## src/rtl/ptp_pkg.sv

```systemverilog
package ptp_pkg;

    localparam int PRBS_LEN = 15;
    localparam int PRBS_TAP = 14;
    localparam logic [PRBS_LEN-1:0] PRBS_SEED = '1;

    typedef enum logic {
        SRC_PRBS = 1'b0,
        SRC_EXT  = 1'b1
    } src_sel_e;

    // bit 0 carries the earlier (even) full-rate bit
    typedef struct packed {
        logic odd;
        logic even;
    } lane_pair_t;

endpackage

```

## src/rtl/ptp_prbs2.sv

```systemverilog
// Two-bit-per-clock Fibonacci generator, s[n] = s[n-TAP] ^ s[n-LEN].
// state_q[i] holds s[n-1-i], so state_q[0] is the newest bit.
module ptp_prbs2
    import ptp_pkg::*;
#(
    parameter int LEN = PRBS_LEN,
    parameter int TAP = PRBS_TAP,
    parameter logic [LEN-1:0] SEED = PRBS_SEED
) (
    input  logic       clk_i,
    input  logic       rst_i,
    output lane_pair_t bits_o
);

    typedef struct packed {
        logic [LEN-1:0] state;
    } prbs_regs_t;

    prbs_regs_t r_q, r_d;
    logic       nxt_even, nxt_odd;

    always_comb begin
        nxt_even = r_q.state[TAP-1] ^ r_q.state[LEN-1];
        nxt_odd  = r_q.state[TAP-2] ^ r_q.state[LEN-2];
        r_d       = r_q;
        r_d.state = {r_q.state[LEN-3:0], nxt_even, nxt_odd};
        bits_o.even = nxt_even;
        bits_o.odd  = nxt_odd;
    end

    always_ff @(posedge clk_i) begin
        if (rst_i) r_q <= '{state: SEED};
        else       r_q <= r_d;
    end

    logic [3:0] age_q;
    always_ff @(posedge clk_i) begin
        if (rst_i)              age_q <= '0;
        else if (age_q != 4'hF) age_q <= age_q + 4'd1;
    end

    assert_state_nonzero_R3: assert property (@(posedge clk_i) disable iff (rst_i)
        r_q.state != '0);

    generate
        if (LEN == 15 && TAP == 14) begin : g_rec_chk
            // even(t) = s[2t] = s[2t-14] ^ s[2t-15] = even(t-7) ^ odd(t-8)
            assert_recurrence_R2: assert property (@(posedge clk_i) disable iff (rst_i)
                (age_q >= 4'd8) |-> (bits_o.even == ($past(bits_o.even, 7) ^ $past(bits_o.odd, 8))));
        end
    endgenerate

endmodule

```

## src/rtl/ptp_ddr_merge.sv

```systemverilog
// Clock-level mux: even lane in the high phase, odd lane in the low phase.
module ptp_ddr_merge
    import ptp_pkg::*;
(
    input  logic       clk_i,
    input  lane_pair_t pair_i,
    output logic       ddr_o
);

    always_comb begin
        ddr_o = clk_i ? pair_i.even : pair_i.odd;
    end

endmodule

```

## src/rtl/ptp_tap.sv

```systemverilog
// Per-channel delay tap on the shared window, then complement, then register.
// win_i[0] is the newest (odd) bit; win_i[j] is j full-rate bits older.
module ptp_tap
    import ptp_pkg::*;
#(
    parameter int DLY_W = 4,
    parameter int WIN_W = (1 << DLY_W) + 1
) (
    input  logic             clk_i,
    input  logic             rst_i,
    input  logic [WIN_W-1:0] win_i,
    input  logic [DLY_W-1:0] dly_i,
    input  logic             inv_i,
    output lane_pair_t       pair_o,
    output logic             ddr_o
);

    typedef struct packed {
        lane_pair_t pair;
    } tap_regs_t;

    tap_regs_t r_q, r_d;
    int unsigned sel_odd, sel_even;

    always_comb begin
        sel_odd  = int'(dly_i);
        sel_even = int'(dly_i) + 1;
        r_d = r_q;
        // inversion is applied after selection, so alignment never shifts
        r_d.pair.odd  = win_i[sel_odd]  ^ inv_i;
        r_d.pair.even = win_i[sel_even] ^ inv_i;
    end

    always_ff @(posedge clk_i) begin
        if (rst_i) r_q <= '0;
        else       r_q <= r_d;
    end

    assign pair_o = r_q.pair;

    ptp_ddr_merge u_merge (
        .clk_i  (clk_i),
        .pair_i (r_q.pair),
        .ddr_o  (ddr_o)
    );

endmodule

```

## src/rtl/ptp_datapath.sv

```systemverilog
module ptp_datapath
    import ptp_pkg::*;
#(
    parameter int NUM_CH = 4,
    parameter int DLY_W  = 4
) (
    input  logic                    clk_i,
    input  logic                    rst_i,
    input  logic                    src_ext_i,
    input  logic                    ext_even_i,
    input  logic                    ext_odd_i,
    input  logic [NUM_CH-1:0]       inv_i,
    input  logic [NUM_CH*DLY_W-1:0] dly_i,
    output logic [2*NUM_CH-1:0]     pair_o,
    output logic [NUM_CH-1:0]       ddr_o
);

    localparam int MAX_DLY = (1 << DLY_W) - 1;
    localparam int HIST_W  = MAX_DLY;
    localparam int WIN_W   = HIST_W + 2;

    typedef struct packed {
        lane_pair_t        src;
        logic [HIST_W-1:0] hist;   // hist[0] newest
    } dp_regs_t;

    dp_regs_t         r_q, r_d;
    lane_pair_t       gen_bits;
    lane_pair_t       sel_bits;
    logic [WIN_W-1:0] win;
    src_sel_e         src_sel;

    ptp_prbs2 u_prbs (
        .clk_i  (clk_i),
        .rst_i  (rst_i),
        .bits_o (gen_bits)
    );

    always_comb begin
        src_sel = src_sel_e'(src_ext_i);
        case (src_sel)
            SRC_EXT: begin
                sel_bits.even = ext_even_i;
                sel_bits.odd  = ext_odd_i;
            end
            default: sel_bits = gen_bits;
        endcase
        win    = {r_q.hist, r_q.src.even, r_q.src.odd};
        r_d      = r_q;
        r_d.src  = sel_bits;
        r_d.hist = {r_q.hist[HIST_W-3:0], r_q.src.even, r_q.src.odd};
    end

    always_ff @(posedge clk_i) begin
        if (rst_i) r_q <= '0;
        else       r_q <= r_d;
    end

    lane_pair_t ch_pair [NUM_CH];

    generate
        for (genvar c = 0; c < NUM_CH; c++) begin : g_ch
            ptp_tap #(
                .DLY_W (DLY_W),
                .WIN_W (WIN_W)
            ) u_tap (
                .clk_i  (clk_i),
                .rst_i  (rst_i),
                .win_i  (win),
                .dly_i  (dly_i[c*DLY_W +: DLY_W]),
                .inv_i  (inv_i[c]),
                .pair_o (ch_pair[c]),
                .ddr_o  (ddr_o[c])
            );
            assign pair_o[2*c]   = ch_pair[c].even;
            assign pair_o[2*c+1] = ch_pair[c].odd;
        end
    endgenerate

    // ---------------- assertions ----------------
    logic [1:0] age_q;
    always_ff @(posedge clk_i) begin
        if (rst_i)              age_q <= '0;
        else if (age_q != 2'd3) age_q <= age_q + 2'd1;
    end

    generate
        for (genvar c = 0; c < NUM_CH; c++) begin : g_chk
            assert_ext_latency_R7: assert property (@(posedge clk_i) disable iff (rst_i)
                ((age_q >= 2'd2) && $past(src_ext_i, 2) &&
                 ($past(dly_i[c*DLY_W +: DLY_W]) == '0) && !$past(inv_i[c]))
                |-> (pair_o[2*c] == $past(ext_even_i, 2) && pair_o[2*c+1] == $past(ext_odd_i, 2)));
        end
        for (genvar c = 0; c + 1 < NUM_CH; c++) begin : g_inv_chk
            assert_inv_complement_R5: assert property (@(posedge clk_i) disable iff (rst_i)
                ((age_q >= 2'd1) &&
                 ($past(dly_i[c*DLY_W +: DLY_W]) == $past(dly_i[(c+1)*DLY_W +: DLY_W])) &&
                 ($past(inv_i[c]) != $past(inv_i[c+1])))
                |-> (pair_o[2*c +: 2] == ~pair_o[2*(c+1) +: 2]));
        end
        if (NUM_CH >= 2) begin : g_swap_chk
            assert_odd_delay_swap_R6: assert property (@(posedge clk_i) disable iff (rst_i)
                ((age_q >= 2'd2) &&
                 ($past(dly_i[0 +: DLY_W]) == 1) && ($past(dly_i[DLY_W +: DLY_W]) == 0) &&
                 ($past(inv_i[0]) == $past(inv_i[1])) &&
                 ($past(dly_i[0 +: DLY_W], 2) == 1) && ($past(dly_i[DLY_W +: DLY_W], 2) == 0) &&
                 ($past(inv_i[0], 2) == $past(inv_i[1], 2)))
                |-> (pair_o[1] == pair_o[2] && pair_o[0] == $past(pair_o[3])));
        end
    endgenerate

endmodule

```

## config.mk

```make
export PLATFORM = sky130hd
export DESIGN_NAME = ptp_datapath
export DESIGN_NICKNAME = d
export VERILOG_FILES = /design/src/rtl/ptp_pkg.sv /design/src/rtl/ptp_prbs2.sv /design/src/rtl/ptp_ddr_merge.sv /design/src/rtl/ptp_tap.sv /design/src/rtl/ptp_datapath.sv
export SDC_FILE = /design/constraint.sdc
export NUM_CORES = 1
export LEC_CHECK = 0
export ABC_AREA = 1
export BUFFER_PORTS_ARGS = -buffer_cell sky130_fd_sc_hd__buf_4
export CORE_ASPECT_RATIO = 1.4
export CORE_UTILIZATION = 61
export CTS_BUF_LIST = sky130_fd_sc_hd__clkbuf_16
export DETAILED_ROUTE_END_ITERATION = 12
export PLACE_DENSITY = 0.84
export SLEW_MARGIN = 20
export SYNTH_ARGS = -nofsm -noshare
export SYNTH_HDL_FRONTEND = slang
export SYNTH_SLANG_ARGS = --single-unit
```

## constraint.sdc

```tcl
create_clock -name clk_i -period 2.28 [get_ports clk_i]
set_input_delay 0.456 -clock clk_i [delete_from_list [all_inputs] [get_ports clk_i]]
set_output_delay 0.456 -clock clk_i [all_outputs]
set_load 0.01 [all_outputs]
```

==> results_dict.tcl, run 1 <==
set metrics [dict create \
    drt-initial-drc-count 404 \
    yosys.cell_types.count 23 \
    synth-seq-area-share_pct 28.41 \
    ant_nets 0 \
    multi_input_area_mm2 0.001645 \
    path_buf_inv 3 \
    hpwl_um 5047 \
    hold_path_end "r_d[0]" \
    drive_gt1_share_pct 15.94 \
    cp_slowest_cell "mux2_2" \
    yosysTopAreaCell "dfxtp_1" \
    synth_mux_area_share_pct 1.598 \
    p_int_mw 2.040 \
    synth_fa_ha_area_share_pct 1.775 \
    rsz0062_at_grt "true" \
    synth_compound_area_share_pct 12.07 \
    grtUsageMet3_pct 14.95 \
    hold_path_class "in -> reg" \
    hold_viol 0 \
    clkTransAtPathRegs_ns 0.06 \
    fin_setup_tns_ns 0 \
    rrSetupSlack_ns 0.63 \
    grtUsageMet2_pct 59.33 \
    antenna_found_initial 0 \
    slew-limit-headroom_pct 72.24 \
    dpl_cell_area_mm2 0.002977 \
    final_util_pct 76.12 \
    maxCapViolCount 0 \
    use_met1_pct 41.31 \
    synth_edf_count 0 \
    p_per_area_mw_per_mm2 831.3 \
    drv_slew 0 \
    die_w_um 59.46 \
    wire_per_inst_um 15.89 \
    grt_max_degree 38 \
    path_cells "clkbuf_16 -> clkbuf_16 -> mux2_2 -> buf_6" \
    yosys.area_share.simple_pct 37.95 \
    critPathTopFamily "buffers and inverters" \
    fillerInstances 373 \
    worst_slew_pin_slew_ns 0.4160 \
    combPwrFrac_pct 14.9 \
    netSwitchingFraction_pct 25.79 \
    area_growth_pct 17.31 \
    peakVddDrop_v 0.0005116 \
    drc 0 \
    grt_overflow 0 \
    hold_depth 3 \
    crit_top_cell "clkbuf_16" \
    min_from "src_ext_i" \
    finalSetupViolCount 0 \
    power_frac_clock_pct 58.1 \
    ys_top_cells_by_area "dfxtp_1 28%, nand3_1 17%, nand2_1 12%" \
    die_h_um 82.44 \
    p_sw_mw 0.7089 \
    dr.pass1.iters 8 \
    worstSetupStartpointType "clock port" \
    io_buffers 36 \
    final_net_count 486 \
    finClkSkew_ns 0.006201 \
    gp_congestion 0.9200 \
    leakagePower_nw 1.620 \
    ys_warn_count 0 \
    ys.flop_type "dfxtp_1" \
    seq_area_um2 800.8 \
    hold_buffers 0 \
    outcome "finished, final reports clean" \
    avgSynthCellArea_um2 6.480 \
    grtUsageTotal_pct 38.09 \
    power_mw 2.749 \
    die_area_mm2 0.004901 \
    worstSetupPathType "clk -> out" \
    worstPathArrival_ns 1.81 \
    syn_nets 464 \
    totalWireLength_um 8230 \
    p_seq_share_pct 27.0 \
    grt_pass1_vias 2843 \
    cp.required_ns 1.82 \
    rr_worst_depth 8 \
    antenna_cells 0 \
    insertion_delay_ns 0.40 \
    path_max_fanout 2 \
    viasPerCell 6.180 \
    synth_commonest_cells "97 x nand3_1, 87 x nand2_1, 40 x dfxtp_1, 38 x a21oi_1, 38 x inv_1" \
    rows 28 \
    async_flop_share_pct 0 \
    grt_pass1_wl_um 13350 \
    stdcell_area_mm2 0.003307 \
    ys_seq_elements 40 \
    r2r-end "g_ch[3].u_tap.pair_o[1]" \
    start_util_pct 64.89 \
    post_cts_buffers 0 \
    synth-xor-area-share_pct 4.971 \
    synth.most_common_cell "nand3_1" \
    top_usage_layer "met2" \
    syn_area_mm2 0.002819 \
    core_mm2 0.004344 \
    synth_top_area_share_pct 28.41 \
    synth_top_family_by_area "simple AND/OR/NAND/NOR gates" \
    r2r-start "r_d[2]" \
    cts_tree "built" \
    ios 37 \
    worst_setup_path_end_kind "output pin" \
    critPathMaxStageDelay_ns 0.27 \
    syn_inst 435 \
    vias 3201 \
]
cells in the final DEF, fill, tap and decap left out:
master,netlist,routed
inv_4,1,1
nand4_1,7,7
nand3b_1,1,1
or2_2,15,15
dfxtp_1,40,40
nand3_2,3,3
inv_6,2,2
clkbuf_16,0,9
o21ai_1,6,6
bufinv_16,0,3
xor2_1,12,12
nand2_1,87,87
o21ai_0,24,24
clkinv_1,5,5
nand3_1,97,97
buf_6,8,4
ha_1,4,4
buf_4,7,32
mux2_2,4,4
nor2_1,22,22
xnor2_1,4,4
a21oi_1,38,38
inv_1,38,38
worst max path at each step:
stage / end / from / cells past startpoint
after CTS: ddr_o[2] / clk_i / 4
after global placement: ddr_o[0] / clk_i / 2
after floorplan: ddr_o[0] / clk_i / 2
after detailed placement: ddr_o[0] / clk_i / 2
after global routing: ddr_o[1] / clk_i / 4
final: ddr_o[0] / clk_i / 4
area by class of cell:
| type | instances | share of cell area, % |
|---|---|---|
| clock buffer | 13 | 8.173 |
| multi-input combinational | 324 | 49.75 |
| clock inverter | 3 | 2.724 |
| tap | 60 | 2.270 |
| inverter | 46 | 5.600 |
| sequential | 40 | 24.21 |
| timing repair buffer | 32 | 7.264 |
logic make-up (layout without fill, tap and decap cells):
logic type               Yosys count  in the layout
XOR/XNOR                          16             16
multiplexers                       4              4
adder cells (fa/ha/maj)            4              4
AND/OR/NAND/NOR                  232            232
buffers and inverters             71             94
flip-flops                        40             40
AO/OA/AOI/OAI                     68             68
metal layers:
layer / vias to the layer above / routed length [um]
met3: 63 / 1002
met2: 242 / 3857
met5: - / 0
li1: 1475 / -
met4: 0 / 453
met1: 1421 / 2916
flip-flops by register name (all words and copies together) (netlist names):
register and cells:
g_ch.u_tap.pair_o 8, r_d 15, r_q 2, u_prbs.r_q 15
worst reg2reg max path, delay by kind of cell (launching register included):
family                 cells  cell delay, ns
AO/OA/AOI/OAI              3            0.71
flip-flops                 1            0.32
AND/OR/NAND/NOR            4            0.30
buffers and inverters      1            0.26
repair_timing:
action | in CTS | in global routing
endpoints found under the setup margin | 1 | 4
gates resized for setup | 1 | 3
gates cloned | 0 | 0
metrics by stage:
| stage | cells | setup slack (ns) | hold WS, ns |
|---|---|---|---|
| after global placement | 506 | 0.3046 | 0.3947 |
| after detailed placement | 506 | 0.3046 | 0.3936 |
| after CTS | 518 | 0.0003432 | 0.3051 |
| final | 518 | 0.01139 | 0.3008 |
| after floorplan | 435 | 0.3046 | 0.3895 |
| after global routing | 518 | -0.01002 | 0.3403 |
power groups by stage:
stage               Clock, mW  Combinational (mW)  Sequential, mW
detailed placement      0.123               0.394           0.756
global route             1.65               0.457           0.744
global placement        0.123               0.387           0.755
finish                   1.60               0.409           0.742
CTS                      1.58               0.401           0.741
floorplan               0.123               0.293           0.759
Power figures use the tool's default switching activity.
==> run 2: changes to the inputs <==
ABC_AREA = unset   (was 1)
==> run 2 against run 1 <==
Compared with the run above: utilization grew 3.1 points; routed wire length shrank 18%; area after synthesis is 1.9% lower; clock skew down 0.0016 ns; largest cell class unchanged; combinational power shrank 28%; synthesized cell count decreased by 41%; global-route usage fell by 5.9 points; flip-flop and latch count is the same; design area up 2.4%; via count down 28%; first-iteration DRC count down 68%; highest routed layer unchanged.
==> results_dict.tcl, run 2 <==
set metrics [dict create \
    outcome "finished, final reports clean" \
    die_w_um 58.90 \
    yosys.cell_types.count 50 \
    synth-seq-area-share_pct 28.96 \
    antenna_found_initial 0 \
    synth_edf_count 0 \
    syn_inst 257 \
    final_net_count 323 \
    hold_viol 0 \
    dp_slack_ns -0.1980 \
    ys.flop_type "dfxtp_1" \
    start_util_pct 64.70 \
    grt_pass1_wl_um 11070 \
    async_flop_share_pct 0 \
    fin_ws_ns 0.01855 \
    clkTransAtPathRegs_ns 0.06 \
    insertion_delay_ns 0.40 \
    rows 28 \
    die_h_um 81.67 \
    core_mm2 0.004274 \
    rsz0062_at_grt "false" \
    antenna_cells 0 \
    use_met1_pct 36.52 \
    syn_nets 286 \
    dr.pass1.iters 4 \
    synth_commonest_cells "40 x dfxtp_1, 33 x mux4_2, 18 x nor2b_1, 17 x nor2_1, 15 x clkbuf_1" \
    synth.most_common_cell "dfxtp_1" \
    ys_top_cells_by_area "dfxtp_1 29%, mux4_2 27%, nor2b_1 4.1%" \
    ys_seq_elements 40 \
    ys_warn_count 0 \
    place_inst 343 \
    drt-initial-drc-count 131 \
    final_cell_mix "48 x buf_4, 40 x dfxtp_1, 33 x mux4_2, 18 x nor2b_1, 17 x nor2_1" \
    ios 37 \
    peakVddDrop_v 0.0007316 \
    post_cts_buffers 0 \
    hpwl_um 4183 \
    viasPerCell 6.535 \
    final_util_pct 79.24 \
    maxCapViolCount 0 \
    worstSetupPathType "clk -> out" \
    drv_slew 0 \
    die_area_mm2 0.004810 \
    grtUsageMet3_pct 8.189 \
    ant_nets 0 \
    final_common_cell "buf_4" \
    syn_area_mm2 0.002765 \
    wire_per_inst_um 19.12 \
    fillerInstances 275 \
    power_mw 2.386 \
    finalSetupViolCount 0 \
    slew-limit-headroom_pct 71.64 \
    seq_area_um2 800.8 \
    gp_congestion 0.8857 \
    cts_tree "built" \
    top_usage_layer "met2" \
    hold_path_class "in -> reg" \
    worst_slew_pin_slew_ns 0.4248 \
    grt_pass1_vias 2279 \
    area_growth_pct 22.49 \
    path_max_fanout 2 \
    vias 2320 \
    leakagePower_nw 1.313 \
    fin_cells 355 \
    yosysTopAreaCell "dfxtp_1" \
    grt_max_degree 42 \
    worst_setup_path_end_kind "output pin" \
    grt_overflow 0 \
    finClkSkew_ns 0.004620 \
    grtUsageMet2_pct 52.27 \
    drc 0 \
    drive_gt1_share_pct 40.68 \
    p_per_area_mw_per_mm2 704.6 \
    synth_top_area_share_pct 28.96 \
    multi_input_area_mm2 0.001823 \
    totalWireLength_um 6786 \
    cp.required_ns 1.82 \
    worstSetupStartpointType "clock port" \
    worstPathArrival_ns 1.81 \
    io_buffers 36 \
    grtUsageTotal_pct 32.17 \
    avgSynthCellArea_um2 10.76 \
]
run 2: cell count changes after synthesis, moves of 11 or more:
cell,delta
a21oi_1,-29
clkbuf_1,+11
inv_1,-32
mux4_2,+33
nand2_1,-76
nand3_1,-93
nor2b_1,+18
o21ai_0,-18
run 2: cell type report:
cell class              count  share of cell area, %
multi-input cells         186                  53.82
flip-flops and latches     40                  23.64
repair buffers             47                  10.42
clock buffers              13                  7.868
well taps                  60                  2.216
clock inverters             3                  1.367
inverters                   6                 0.6649
run 2: power by group:
group / leakage (nW) / switching (mW) / internal, mW
Combinational: 0.813 / 0.139 / 0.156
Clock: 0.172 / 0.432 / 0.921
Sequential: 0.327 / 0.0181 / 0.721
Total: 1.31 / 0.589 / 1.80
run 2: path summary, 6_finish.rpt:
| path | startpoint | slack, ns | cells past startpoint | to |
|---|---|---|---|---|
| hold reg to reg | u_prbs.r_q[7] | 0.41 | 1 | u_prbs.r_q[9] |
| setup / recovery | clk_i | 0.02 | 4 | ddr_o[0] |
| setup reg to reg | r_d[5] | 0.27 | 6 | g_ch[0].u_tap.pair_o[0] |
| hold / removal | ext_even_i | 0.29 | 3 | r_d[1] |
run 2: cells by family after synthesis:
| family | after synthesis | share of synthesized area (%) |
|---|---|---|
| xor+xnor | 11 | 3.484 |
| simple gates | 84 | 16.92 |
| compound gates | 38 | 9.503 |
| buf+inv | 31 | 5.113 |
| fa+ha+maj | 4 | 1.810 |
| mux | 49 | 34.21 |
| flops | 40 | 28.96 |
run 2: routing by layer:
layer  wire, um  part of all wire (%)
met4        253                   3.7
met5          0                     0
met3        525                   7.7
met1       2492                    37
met2       3514                    52
run 2: critical path: stages:
cell and delay, ns:
clkbuf_16 0.13, clkbuf_16 0.14, mux2_2 0.27, buf_6 0.12
run 2: per-stage QoR:
stage	cell area (um^2)	hold slack [ns]	setup TNS, ns
floorplan	2765	0.3895	0
global route	3387	0.3055	0
finish	3387	0.2855	0
global placement	3104	0.3937	-0.1493
detailed placement	3104	0.3964	-0.3279
CTS	3383	0.2842	0
run 2: repair_timing:
| item | CTS | global route |
|---|---|---|
| hold buffers | 0 | 0 |
| resized for setup | 2 | 1 |
| setup endpoints to repair | 2 | 1 |
==> run 3: changes to the inputs <==
CORE_ASPECT_RATIO = 0.75   (was 1.4)
==> run 3 against run 2 <==
Compared with the run above: the flow now finishes with violations (negative setup slack); non-clock buffer count grew 4; design area up 0.55%; utilization grew 1.8 points; clock skew is 0.0019 ns lower; sequential power about the same; combinational power is 5% higher; largest power group unchanged; die area barely moved; count of clock-buffer cells in the layout unchanged.
==> results_dict.tcl, run 3 (same netlist as run 2, synthesis figures left out) <==
set metrics [dict create \
    outcome "complete, but fails checks" \
    violations "negative setup slack" \
    hpwl_um 4477 \
    antenna_cells 0 \
    area_growth_pct 23.17 \
    p_seq_share_pct 31.3 \
    netSwitchingFraction_pct 24.11 \
    final_util_pct 81.01 \
    core_mm2 0.004204 \
    path_buf_inv 3 \
    p_int_mw 1.795 \
    clkTransAtPathRegs_ns 0.06 \
    rows 20 \
    cp.depth 4 \
    die_area_mm2 0.004809 \
    hold_buffers 0 \
    rr_worst_depth 6 \
    hold_depth 3 \
    rsz0062_at_grt "true" \
    maxCapViolCount 0 \
    die_w_um 79.75 \
    ant_nets 0 \
    hold_path_class "in -> reg" \
    power_mw 2.365 \
    final_cell_mix "52 x buf_4, 40 x dfxtp_1, 33 x mux4_2, 18 x nor2b_1, 17 x nor2_1" \
    peakVddDrop_v 0.0006820 \
    start_util_pct 65.77 \
    vias 2444 \
    io_buffers 36 \
    wire_per_inst_um 21.56 \
    stdcell_area_mm2 0.003406 \
    finClkSkew_ns 0.002690 \
    leakagePower_nw 1.335 \
    grt_max_degree 42 \
    grt_pass1_wl_um 11900 \
    die_h_um 60.31 \
    drv_slew 0 \
    worst_slew_pin_slew_ns 0.4782 \
    grt_pass1_vias 2434 \
    crit_top_cell "clkbuf_16" \
    power_frac_clock_pct 55.6 \
    ios 37 \
    drc 0 \
    antenna_found_initial 0 \
    grt_overflow 0 \
    worstSetupPathType "clk -> out" \
    final_common_cell "buf_4" \
    worstSetupStartpointType "clock port" \
    finalSetupViolCount 1 \
    dpl_cell_area_mm2 0.003128 \
    cts_tree "built" \
    worst_setup_path_end_kind "output pin" \
    slew-limit-headroom_pct 68.08 \
    grtUsageTotal_pct 34.99 \
    gp_congestion 0.9173 \
    dr.pass1.iters 5 \
    combPwrFrac_pct 13.1 \
    path_cells "clkbuf_16 -> clkbuf_16 -> mux2_4 -> buf_6" \
    hold_viol 0 \
    final_net_count 327 \
    viasPerCell 6.904 \
    p_sw_mw 0.5704 \
    path_max_fanout 2 \
    p_per_area_mw_per_mm2 694.5 \
    insertion_delay_ns 0.39 \
    fin_ws_ns -0.005157 \
    critPathMaxStageDelay_ns 0.30 \
    critPathTopFamily "buffers and inverters" \
    drt-initial-drc-count 303 \
    worstPathArrival_ns 1.83 \
    cp.required_ns 1.82 \
    totalWireLength_um 7632 \
    drive_gt1_share_pct 40.80 \
    cp_slowest_cell "mux2_4" \
]
==> run 3: cell count changes in the layout (fill, tap and decap cells not counted) <==
cell,previous run,this run
mux2_4,0,1
mux2_2,7,6
clkinvlp_4,1,0
buf_4,48,52
inv_6,1,0
clkinv_1,0,2
==> run 3: power by group through the flow <==
stage          registers, mW  clock network, mW  logic [mW]
2_1_floorplan          0.750              0.119       0.185
3_3_place_gp           0.753              0.119       0.286
3_5_place_dp           0.754              0.119       0.296
4_1_cts                0.740               1.29       0.305
5_1_grt                0.743               1.38       0.330
6_report               0.741               1.32       0.310
==> run 3: worst reg2reg max path: stages, from the launching register on <==
cell      delay, ns
dfxtp_1        0.40
mux4_2         0.54
nor2b_1        0.16
a31oi_1        0.13
o211ai_1       0.12
a21oi_1        0.27
mux2_1         0.37
==> run 3: path summary, 6_finish.rpt <==
| kind | startpoint | endpoint | slack [ns] |
|---|---|---|---|
| setup / recovery | clk_i | ddr_o[1] | -0.005 |
| hold / removal | ext_odd_i | r_d[0] | 0.32 |
| setup reg to reg | r_d[7] | g_ch[2].u_tap.pair_o[0] | 0.16 |
| hold reg to reg | u_prbs.r_q[5] | u_prbs.r_q[7] | 0.41 |
==> run 3: final cells by class <==
cell class	instances	area, um^2
Tap cell	55	68.82
Clock inverter	3	37.54
Multi-Input combinational cell	186	1827
Sequential cell	40	800.8
Timing Repair Buffer	51	382.9
Fill cell	222	798.3
Clock buffer	13	266.5
Inverter	6	22.52
==> run 3: layer usage <==
layer | global-route usage, % | vias to the layer above | routed length (um)
li1 | - | 1049 | -
met1 | 42.72 | 1131 | 2777
met2 | 52.99 | 220 | 3635
met3 | 14.35 | 44 | 919
met4 | 20.66 | 0 | 299
met5 | 0 | - | 0
==> run 3: stage by stage <==
step	TNS [ns]	instances	hold WS (ns)	worst slack (ns)
after CTS	0	354	0.3071	0.001038
after floorplan	0	257	0.3895	0.01729
final	-0.005157	354	0.3223	-0.005157
after detailed placement	-0.4618	342	0.3938	-0.1879
after global routing	-0.01037	354	0.3332	-0.01037
after global placement	-0.2263	342	0.3913	-0.08930
==> run 3: repair_timing <==
item / in CTS / in global routing
gates resized for setup: 0 / 4
endpoints found under the setup margin: 0 / 3
buffers inserted: 0 / 0
